$ cat src/rtl/pbus_pkg.sv
package pbus_pkg;
    localparam int ON_W  = 4;
    localparam int OFF_W = 6;
    localparam int END_W = OFF_W + 1;
    localparam int HOST_W = 32;

    localparam logic [2:0] ADDR_CFG    = 3'd0;
    localparam logic [2:0] ADDR_STROBE = 3'd1;
    localparam logic [2:0] ADDR_PERIOD = 3'd2;
    localparam logic [2:0] ADDR_CMD    = 3'd3;
    localparam logic [2:0] ADDR_PARAM  = 3'd4;
    localparam logic [2:0] ADDR_READ   = 3'd5;

    // bit positions the host software packs against
    localparam int P_CS_ON  = 0;
    localparam int P_CS_OFF = 4;
    localparam int P_WE_ON  = 10;
    localparam int P_WE_OFF = 14;
    localparam int P_RE_ON  = 20;
    localparam int P_RE_OFF = 24;
    localparam int P_WR_CYC = 0;
    localparam int P_RD_CYC = 6;
    localparam int P_ACC    = 22;
    localparam int P_DIV2   = 4;

    localparam logic [HOST_W-1:0] CFG_RESET = 32'h0000_0003;

    typedef struct packed {
        logic [ON_W-1:0]  cs_on;
        logic [ON_W-1:0]  we_on;
        logic [ON_W-1:0]  re_on;
        logic [OFF_W-1:0] cs_off;
        logic [OFF_W-1:0] we_off;
        logic [OFF_W-1:0] re_off;
        logic [OFF_W-1:0] wr_cyc;
        logic [OFF_W-1:0] rd_cyc;
        logic [OFF_W-1:0] acc;
    } raw_timing_t;

    typedef struct packed {
        logic [OFF_W-1:0] cs_on;
        logic [OFF_W-1:0] cs_off;
        logic [OFF_W-1:0] we_on;
        logic [OFF_W-1:0] we_off;
        logic [OFF_W-1:0] re_on;
        logic [OFF_W-1:0] re_off;
        logic [OFF_W-1:0] acc;
        logic [END_W-1:0] wr_end;
        logic [END_W-1:0] rd_end;
    } edge_set_t;

    typedef enum logic [1:0] {
        ST_IDLE  = 2'd0,
        ST_WRITE = 2'd1,
        ST_READ  = 2'd2
    } seq_state_e;
endpackage

$ cat src/rtl/pbus_host_regs.sv
module pbus_host_regs
    import pbus_pkg::*;
#(
    parameter int DATA_W = 16
) (
    input  logic              clk,
    input  logic              rst_n,
    input  logic              host_wr,
    input  logic [2:0]        host_addr,
    input  logic [HOST_W-1:0] host_wdata,
    input  logic              busy,
    input  logic [DATA_W-1:0] rd_value,
    output logic [HOST_W-1:0] host_rdata,
    output logic              host_stall,
    output logic              wide,
    output logic              div2,
    output raw_timing_t       raw,
    output logic              go_cmd,
    output logic              go_param,
    output logic              go_read,
    output logic [DATA_W-1:0] go_data
);
    logic [HOST_W-1:0] cfg_q, strobe_q, period_q;
    logic              accept;

    assign accept     = host_wr && !busy;
    assign host_stall = host_wr && busy;
    assign go_cmd     = accept && (host_addr == ADDR_CMD);
    assign go_param   = accept && (host_addr == ADDR_PARAM);
    assign go_read    = accept && (host_addr == ADDR_READ);
    assign go_data    = host_wdata[DATA_W-1:0];

    always_ff @(posedge clk or negedge rst_n) begin
        if (!rst_n) begin
            cfg_q    <= CFG_RESET;
            strobe_q <= '0;
            period_q <= '0;
        end else if (accept) begin
            if (host_addr == ADDR_CFG)    cfg_q    <= host_wdata;
            if (host_addr == ADDR_STROBE) strobe_q <= host_wdata;
            if (host_addr == ADDR_PERIOD) period_q <= host_wdata;
        end
    end

    assign wide = (cfg_q[1:0] == 2'b11);
    assign div2 = cfg_q[P_DIV2];

    always_comb begin
        raw.cs_on  = strobe_q[P_CS_ON  +: ON_W];
        raw.cs_off = strobe_q[P_CS_OFF +: OFF_W];
        raw.we_on  = strobe_q[P_WE_ON  +: ON_W];
        raw.we_off = strobe_q[P_WE_OFF +: OFF_W];
        raw.re_on  = strobe_q[P_RE_ON  +: ON_W];
        raw.re_off = strobe_q[P_RE_OFF +: OFF_W];
        raw.wr_cyc = period_q[P_WR_CYC +: OFF_W];
        raw.rd_cyc = period_q[P_RD_CYC +: OFF_W];
        raw.acc    = period_q[P_ACC    +: OFF_W];
    end

    always_comb begin
        unique case (host_addr)
            ADDR_CFG:    host_rdata = cfg_q;
            ADDR_STROBE: host_rdata = strobe_q;
            ADDR_PERIOD: host_rdata = period_q;
            ADDR_READ:   host_rdata = {{(HOST_W-DATA_W){1'b0}}, rd_value};
            default:     host_rdata = '0;
        endcase
    end

    // a write held off by a running cycle must not touch the registers
    assert_stall_holds_R8: assert property (@(posedge clk) disable iff (!rst_n)
        (host_wr && busy) |=> ($stable(cfg_q) && $stable(strobe_q) && $stable(period_q)));
endmodule

$ cat src/rtl/pbus_edge_fix.sv
module pbus_edge_fix
    import pbus_pkg::*;
(
    input  raw_timing_t raw,
    output edge_set_t   edges
);
    function automatic logic [OFF_W-1:0] past_on(input logic [OFF_W-1:0] on_t,
                                                 input logic [OFF_W-1:0] off_t);
        return (off_t <= on_t) ? on_t + 1'b1 : off_t;
    endfunction

    function automatic logic [OFF_W-1:0] max6(input logic [OFF_W-1:0] a,
                                              input logic [OFF_W-1:0] b);
        return (a > b) ? a : b;
    endfunction

    function automatic logic [END_W-1:0] max7(input logic [END_W-1:0] a,
                                              input logic [END_W-1:0] b);
        return (a > b) ? a : b;
    endfunction

    logic [OFF_W-1:0] cs_on_w, we_on_w, re_on_w;
    logic [OFF_W-1:0] we_off_f, re_off_f, cs_off_a, cs_off_f;
    logic [OFF_W-1:0] wc_f, rc_f, acc_f;
    logic [END_W-1:0] rd_base;

    always_comb begin
        cs_on_w  = {{(OFF_W-ON_W){1'b0}}, raw.cs_on};
        we_on_w  = {{(OFF_W-ON_W){1'b0}}, raw.we_on};
        re_on_w  = {{(OFF_W-ON_W){1'b0}}, raw.re_on};
        we_off_f = past_on(we_on_w, raw.we_off);
        re_off_f = past_on(re_on_w, raw.re_off);
        cs_off_a = past_on(cs_on_w, raw.cs_off);
        cs_off_f = max6(cs_off_a, max6(we_off_f, re_off_f));
        wc_f     = max6(raw.wr_cyc, we_off_f);
        rc_f     = max6(raw.rd_cyc, re_off_f);
        acc_f    = past_on(re_on_w, raw.acc);
        rd_base  = max7({1'b0, rc_f}, {1'b0, cs_off_f});

        edges.cs_on  = cs_on_w;
        edges.cs_off = cs_off_f;
        edges.we_on  = we_on_w;
        edges.we_off = we_off_f;
        edges.re_on  = re_on_w;
        edges.re_off = re_off_f;
        edges.acc    = acc_f;
        edges.wr_end = max7({1'b0, wc_f}, {1'b0, cs_off_f});
        edges.rd_end = max7(rd_base, {1'b0, acc_f} + 1'b1);
    end
endmodule

$ cat src/rtl/pbus_seq.sv
module pbus_seq
    import pbus_pkg::*;
#(
    parameter int DATA_W = 16
) (
    input  logic              clk,
    input  logic              rst_n,
    input  logic              go_cmd,
    input  logic              go_param,
    input  logic              go_read,
    input  logic [DATA_W-1:0] go_data,
    input  logic              wide,
    input  logic              div2,
    input  edge_set_t         edges,
    input  logic [DATA_W-1:0] bus_in,
    output logic              busy,
    output logic              cs_n,
    output logic              we_n,
    output logic              re_n,
    output logic              dc_sel,
    output logic [DATA_W-1:0] bus_out,
    output logic              bus_oe,
    output logic [DATA_W-1:0] rd_value
);
    localparam int LANE_W = DATA_W / 2;

    seq_state_e        state_q, state_d;
    logic [END_W-1:0]  tick_q;
    logic              sub_q, adv, last;
    logic [END_W-1:0]  cur_end;
    logic [DATA_W-1:0] dout_q, in_lane, out_lane;

    assign adv     = !div2 || sub_q;
    assign cur_end = (state_q == ST_READ) ? edges.rd_end : edges.wr_end;
    assign last    = (state_q != ST_IDLE) && adv && (tick_q == cur_end - 1'b1);

    // lane selection for 8-bit versus 16-bit bus
    generate
        if (LANE_W > 0) begin : g_lanes
            assign in_lane  = wide ? bus_in  : {{(DATA_W-LANE_W){1'b0}}, bus_in[LANE_W-1:0]};
            assign out_lane = wide ? go_data : {{(DATA_W-LANE_W){1'b0}}, go_data[LANE_W-1:0]};
        end else begin : g_single
            assign in_lane  = bus_in;
            assign out_lane = go_data;
        end
    endgenerate

    // state register
    always_ff @(posedge clk or negedge rst_n) begin
        if (!rst_n) state_q <= ST_IDLE;
        else        state_q <= state_d;
    end

    always_comb begin
        state_d = state_q;
        unique case (state_q)
            ST_IDLE: begin
                if (go_read)                 state_d = ST_READ;
                else if (go_cmd || go_param) state_d = ST_WRITE;
            end
            ST_WRITE: if (last) state_d = ST_IDLE;
            ST_READ:  if (last) state_d = ST_IDLE;
            default:  state_d = ST_IDLE;
        endcase
    end

    // tick counter and per-cycle data
    always_ff @(posedge clk or negedge rst_n) begin
        if (!rst_n) begin
            tick_q   <= '0;
            sub_q    <= 1'b0;
            dc_sel   <= 1'b1;
            dout_q   <= '0;
            rd_value <= '0;
        end else begin
            if (state_q == ST_IDLE) begin
                tick_q <= '0;
                sub_q  <= 1'b0;
                if (go_cmd || go_param) begin
                    dc_sel <= go_param;
                    dout_q <= out_lane;
                end
            end else if (adv) begin
                tick_q <= tick_q + 1'b1;
                sub_q  <= 1'b0;
            end else begin
                sub_q  <= 1'b1;
            end
            if (state_q == ST_READ && !sub_q && tick_q == {1'b0, edges.acc})
                rd_value <= in_lane;
        end
    end

    // outputs
    always_comb begin
        busy    = (state_q != ST_IDLE);
        cs_n    = !(busy && tick_q >= {1'b0, edges.cs_on} && tick_q < {1'b0, edges.cs_off});
        we_n    = !(state_q == ST_WRITE && tick_q >= {1'b0, edges.we_on}
                    && tick_q < {1'b0, edges.we_off});
        re_n    = !(state_q == ST_READ && tick_q >= {1'b0, edges.re_on}
                    && tick_q < {1'b0, edges.re_off});
        bus_oe  = (state_q == ST_WRITE);
        bus_out = bus_oe ? dout_q : '0;
    end

    assert_idle_quiet_R1: assert property (@(posedge clk) disable iff (!rst_n)
        !busy |-> (cs_n && we_n && re_n && !bus_oe));
    assert_no_read_drive_R4: assert property (@(posedge clk) disable iff (!rst_n)
        !re_n |-> !bus_oe);
    assert_strobe_excl_R3: assert property (@(posedge clk) disable iff (!rst_n)
        !(!we_n && !re_n));
    assert_dc_steady_R2: assert property (@(posedge clk) disable iff (!rst_n)
        (busy && $past(busy)) |-> $stable(dc_sel));
endmodule

$ cat src/rtl/pbus_cycle_gen.sv
module pbus_cycle_gen
    import pbus_pkg::*;
#(
    parameter int DATA_W = 16
) (
    input  logic              clk,
    input  logic              rst_n,
    input  logic              host_wr,
    input  logic [2:0]        host_addr,
    input  logic [31:0]       host_wdata,
    output logic [31:0]       host_rdata,
    output logic              host_stall,
    output logic              busy,
    output logic              cs_n,
    output logic              we_n,
    output logic              re_n,
    output logic              dc_sel,
    output logic [DATA_W-1:0] bus_out,
    output logic              bus_oe,
    input  logic [DATA_W-1:0] bus_in
);
    raw_timing_t       raw;
    edge_set_t         edges;
    logic              wide, div2, go_cmd, go_param, go_read;
    logic [DATA_W-1:0] go_data, rd_value;

    pbus_host_regs #(.DATA_W(DATA_W)) regs_i (
        .clk(clk), .rst_n(rst_n), .host_wr(host_wr), .host_addr(host_addr),
        .host_wdata(host_wdata), .busy(busy), .rd_value(rd_value),
        .host_rdata(host_rdata), .host_stall(host_stall), .wide(wide), .div2(div2),
        .raw(raw), .go_cmd(go_cmd), .go_param(go_param), .go_read(go_read),
        .go_data(go_data)
    );

    pbus_edge_fix fix_i (.raw(raw), .edges(edges));

    pbus_seq #(.DATA_W(DATA_W)) seq_i (
        .clk(clk), .rst_n(rst_n), .go_cmd(go_cmd), .go_param(go_param),
        .go_read(go_read), .go_data(go_data), .wide(wide), .div2(div2),
        .edges(edges), .bus_in(bus_in), .busy(busy), .cs_n(cs_n), .we_n(we_n),
        .re_n(re_n), .dc_sel(dc_sel), .bus_out(bus_out), .bus_oe(bus_oe),
        .rd_value(rd_value)
    );
endmodule

$ cat config.mk
export PLATFORM = sky130hd
export DESIGN_NAME = pbus_cycle_gen
export DESIGN_NICKNAME = d
export VERILOG_FILES = /design/src/rtl/pbus_pkg.sv /design/src/rtl/pbus_host_regs.sv /design/src/rtl/pbus_edge_fix.sv /design/src/rtl/pbus_seq.sv /design/src/rtl/pbus_cycle_gen.sv
export SDC_FILE = /design/constraint.sdc
export NUM_CORES = 1
export LEC_CHECK = 0
export CAP_MARGIN = 40
export CORE_MARGIN = 2
export CORE_UTILIZATION = 47
export CTS_BUF_LIST = sky130_fd_sc_hd__clkbuf_8 sky130_fd_sc_hd__clkbuf_16
export DETAILED_ROUTE_END_ITERATION = 16
export MAX_ROUTING_LAYER = met4
export PLACE_DENSITY_LB_ADDON = 0.2
export SYNTH_ARGS = -nofsm -noshare
export SYNTH_HDL_FRONTEND = slang
export SYNTH_SLANG_ARGS = --single-unit
$ cat constraint.sdc
create_clock -name clk -period 10.7 [get_ports clk]
set_input_delay 1.07 -clock clk [delete_from_list [all_inputs] [get_ports clk]]
set_output_delay 1.07 -clock clk [all_outputs]
set_load 0.02 [all_outputs]
==> results.sh <==
export IMPL_outcome="completed"
export IMPL_synth_compound_area_share_pct=16.5
export IMPL_maxSlewViolCount=0
export IMPL_dp_hpwl_um=20900
export IMPL_grtUsageMet3_pct=4.20
export IMPL_period_minus_slack_ns=10.10
export IMPL_hold_viol=0
export IMPL_final_area_um2=11800
export IMPL_clockRootBuffer="clkbuf_16"
export IMPL_startpoint="regs_i.strobe_q[12]"
export IMPL_yosys_area_share_simple_pct=13.8
export IMPL_synth_edff_count=0
export IMPL_grt_busiest_layer="met2"
export IMPL_critPathArrivalTime_ns=10.41
export IMPL_via_per_inst=5.78
export IMPL_ys_seq_area_share_pct=35.5
export IMPL_critPathMostFrequentCell="ha_1"
export IMPL_die_h_um=148
export IMPL_async_flop_share_pct=100
export IMPL_crit_path_max_incr_delay_ns=0.52
export IMPL_die_area_um2=22000
export IMPL_period_share_pct=94.4
export IMPL_tightest_slew_ns=0.915
export IMPL_holdBufCountCts=0
export IMPL_grt_pass1_vias=7873
export IMPL_drive_gt1_share_pct=18.0
export IMPL_antenna_found_initial=0
export IMPL_clk_path_buf_depth=2
export IMPL_cp_end_kind="register"
export IMPL_fin_util_pct=58.0
export IMPL_io_buffers=108
export IMPL_slowest_stage="or4_1"
export IMPL_ys_ff_latch=139
export IMPL_critical_path_class="register to register"
export IMPL_setup_violations=0
export IMPL_syn_area_um2=9800
export IMPL_ys_types=80
export IMPL_drtPass1Iterations=5
export IMPL_num_vias=8028
export IMPL_cp_top_family="compound AO/OA/AOI/OAI gates"
export IMPL_postSynthCellCount=1005
export IMPL_syn_avg_cell_area_um2=9.75
export IMPL_grt_pass1_wl_um=45000
export IMPL_worst_setup_path_start_kind="register"
export IMPL_drtIter0Drc=470
export IMPL_r2r_start="regs_i.strobe_q[12]"
export IMPL_grt_max_degree=70
export IMPL_hp_class="register to register"
export IMPL_design_core_area_um2=20400
export IMPL_gr_usage_all_layers_pct=27.2
export IMPL_finClkSkew_ns=0.00911
export IMPL_die_x_um=148
export IMPL_synthXorXnorAreaFrac_pct=2.41
export IMPL_synth_nets=1148
export IMPL_grtUsageMet1_pct=38.2
export IMPL_relSlewSlack_pct=38.2
export IMPL_post_drt_wl_per_cell_um=20.5
export IMPL_area_delta_synth_final_pct=20.6
export IMPL_synth_flop_cell="dfrtp_1"
export IMPL_maxCapViolCount=0
export IMPL_clk_latency_ns=0.42
export IMPL_fmax_ghz=0.0990
export IMPL_ant_nets=0
export IMPL_core_rowCount=52
export IMPL_drc_errors=0
export IMPL_gp_congestion=0.970
export IMPL_wl_um=28400
export IMPL_rsz0062_at_grt="no"
export IMPL_io_pins=109
export IMPL_cts_tree="built"
export IMPL_ys_warn_count=0
export IMPL_cts_buffers=17
export IMPL_worstPathRequired_ns=11.01
export IMPL_cts_clk_slew_worst_paths_ns=0.07
export IMPL_clock_sinks=139
export IMPL_fin_nets=1250
export IMPL_synthMuxAreaShare_pct=15.5
export IMPL_placed_area_um2=11200
export IMPL_crit_buf_inv=2
export IMPL_synth_fa_ha_area_share_pct=11.6
export IMPL_start_util_pct=48.1
export IMPL_synth_top_family_by_area="compound AO/OA/AOI/OAI gates"
export IMPL_cp_max_fo=10
export IMPL_diodes=0
export IMPL_tns_ns=0
export IMPL_h_tree_depth=4
export IMPL_hp_start="seq_i.dout_q[9]"
export IMPL_grt_util_met2_pct=41.4
export IMPL_grt_overflow_total=0
==> area by class of cell <==
cell class	instances	area, um2
inverter	54	203
sequential	139	3480
multi-input combinational	764	5920
clock inverter	13	121
timing repair buffer	131	1320
fill	1770	8550
clock buffer	17	425
tap	270	338
==> worst reg2reg max path, delay by kind of cell (launching register included) <==
family / cells / cell delay [ns]
buffers and inverters: 2 / 0.34
AOI/OAI and AO/OA: 21 / 4.41
and+or+nand+nor: 13 / 2.33
muxes: 3 / 0.99
DFF: 1 / 0.43
adders and majority gates: 5 / 1.49
==> layer usage <==
metal	up-vias	part of all wire, %
li1	3839	-
met1	3943	47
met2	222	47
met3	24	5.1
met4	0	1.3
met5	-	0
==> worst paths after layout <==
| check | cells past startpoint | slack, ns | endpoint |
|---|---|---|---|
| setup / recovery | 44 | 0.60 | seq_i.state_q[1] |
| hold / removal | 2 | 0.48 | seq_i.dout_q[9] |
| setup reg to reg | 44 | 0.60 | seq_i.state_q[1] |
| hold reg to reg | 2 | 0.48 | seq_i.dout_q[9] |
| max in group asynchronous | 3 | 9.01 | regs_i.cfg_q[0] |
| min in group asynchronous | 1 | 0.62 | seq_i.dout_q[14] |
==> stage by stage <==
stage	std cells	hold slack [ns]	worst slack (ns)
floorplan	1005	0.442	1.21
global placement	1349	0.458	0.499
detailed placement	1355	0.463	0.232
CTS	1385	0.478	0.178
global route	1388	0.507	0.0344
finish	1388	0.475	0.600
==> cells in the mapped netlist, types with 6 or more instances <==
cell | n | area (um2)
o21a_1 | 19 | 143
a21o_1 | 7 | 52.6
a221o_1 | 17 | 170
buf_1 | 7 | 26.3
nand2b_1 | 8 | 50.1
nor2_1 | 69 | 259
and3_1 | 6 | 37.5
and2_1 | 21 | 131
o21ai_0 | 61 | 305
a22o_1 | 16 | 140
nor3_1 | 13 | 65.1
o211ai_1 | 6 | 45.0
nand4_1 | 10 | 62.6
nor2b_1 | 14 | 87.6
nand2_1 | 87 | 327
inv_1 | 54 | 203
mux2i_1 | 29 | 290
dfrtp_1 | 136 | 3400
mux2_2 | 108 | 1220
a21oi_1 | 45 | 225
ha_1 | 89 | 1110
nand3_1 | 17 | 85.1
xor2_1 | 10 | 87.6
xnor2_1 | 17 | 149
clkbuf_1 | 33 | 124
==> logic make-up (layout without fill, tap and decap cells) <==
| group | Yosys count | count (layout) |
|---|---|---|
| simple gates | 276 | 276 |
| fa+ha+maj | 91 | 91 |
| mux | 138 | 138 |
| buf+inv | 102 | 215 |
| xor+xnor | 27 | 27 |
| flops | 139 | 139 |
| compound gates | 232 | 232 |
==> registers in the layout (all words and copies together), names as in the netlist <==
register         cells
seq_i.rd_value      16
seq_i.tick_q         7
regs_i.period_q     32
seq_i.dout_q        16
regs_i.cfg_q        32
seq_i.sub_q          1
regs_i.strobe_q     32
seq_i.state_q        2
seq_i.dc_sel         1
==> layout by cell type (no fill, tap or decap), types with 7 or more instances in the layout <==
cell type / synthesis / final
xor2_1: 10 / 10
a21o_1: 7 / 7
xnor2_1: 17 / 17
nor2_1: 69 / 69
ha_1: 89 / 89
buf_4: 0 / 17
o21ai_0: 61 / 58
and2_1: 21 / 21
dfrtp_1: 136 / 136
nand3_1: 17 / 17
nor2b_1: 14 / 13
nand4_1: 10 / 10
a22o_1: 16 / 16
inv_1: 54 / 56
a21oi_1: 45 / 43
clkdlybuf4s50_1: 0 / 107
mux2i_1: 29 / 29
nand2_1: 87 / 87
mux2_2: 108 / 107
a221o_1: 17 / 17
clkbuf_16: 0 / 17
o21a_1: 19 / 19
nor3_1: 13 / 12
nand2b_1: 8 / 8
==> repair_timing <==
| item | CTS | global route |
|---|---|---|
| endpoints found under the setup margin | 0 | 2 |
| buffers inserted | 0 | 3 |
| gates resized for setup | 0 | 14 |
Power is not shown: default switching activity piles up to over one toggle a cycle in this logic, so the estimate is an artifact.
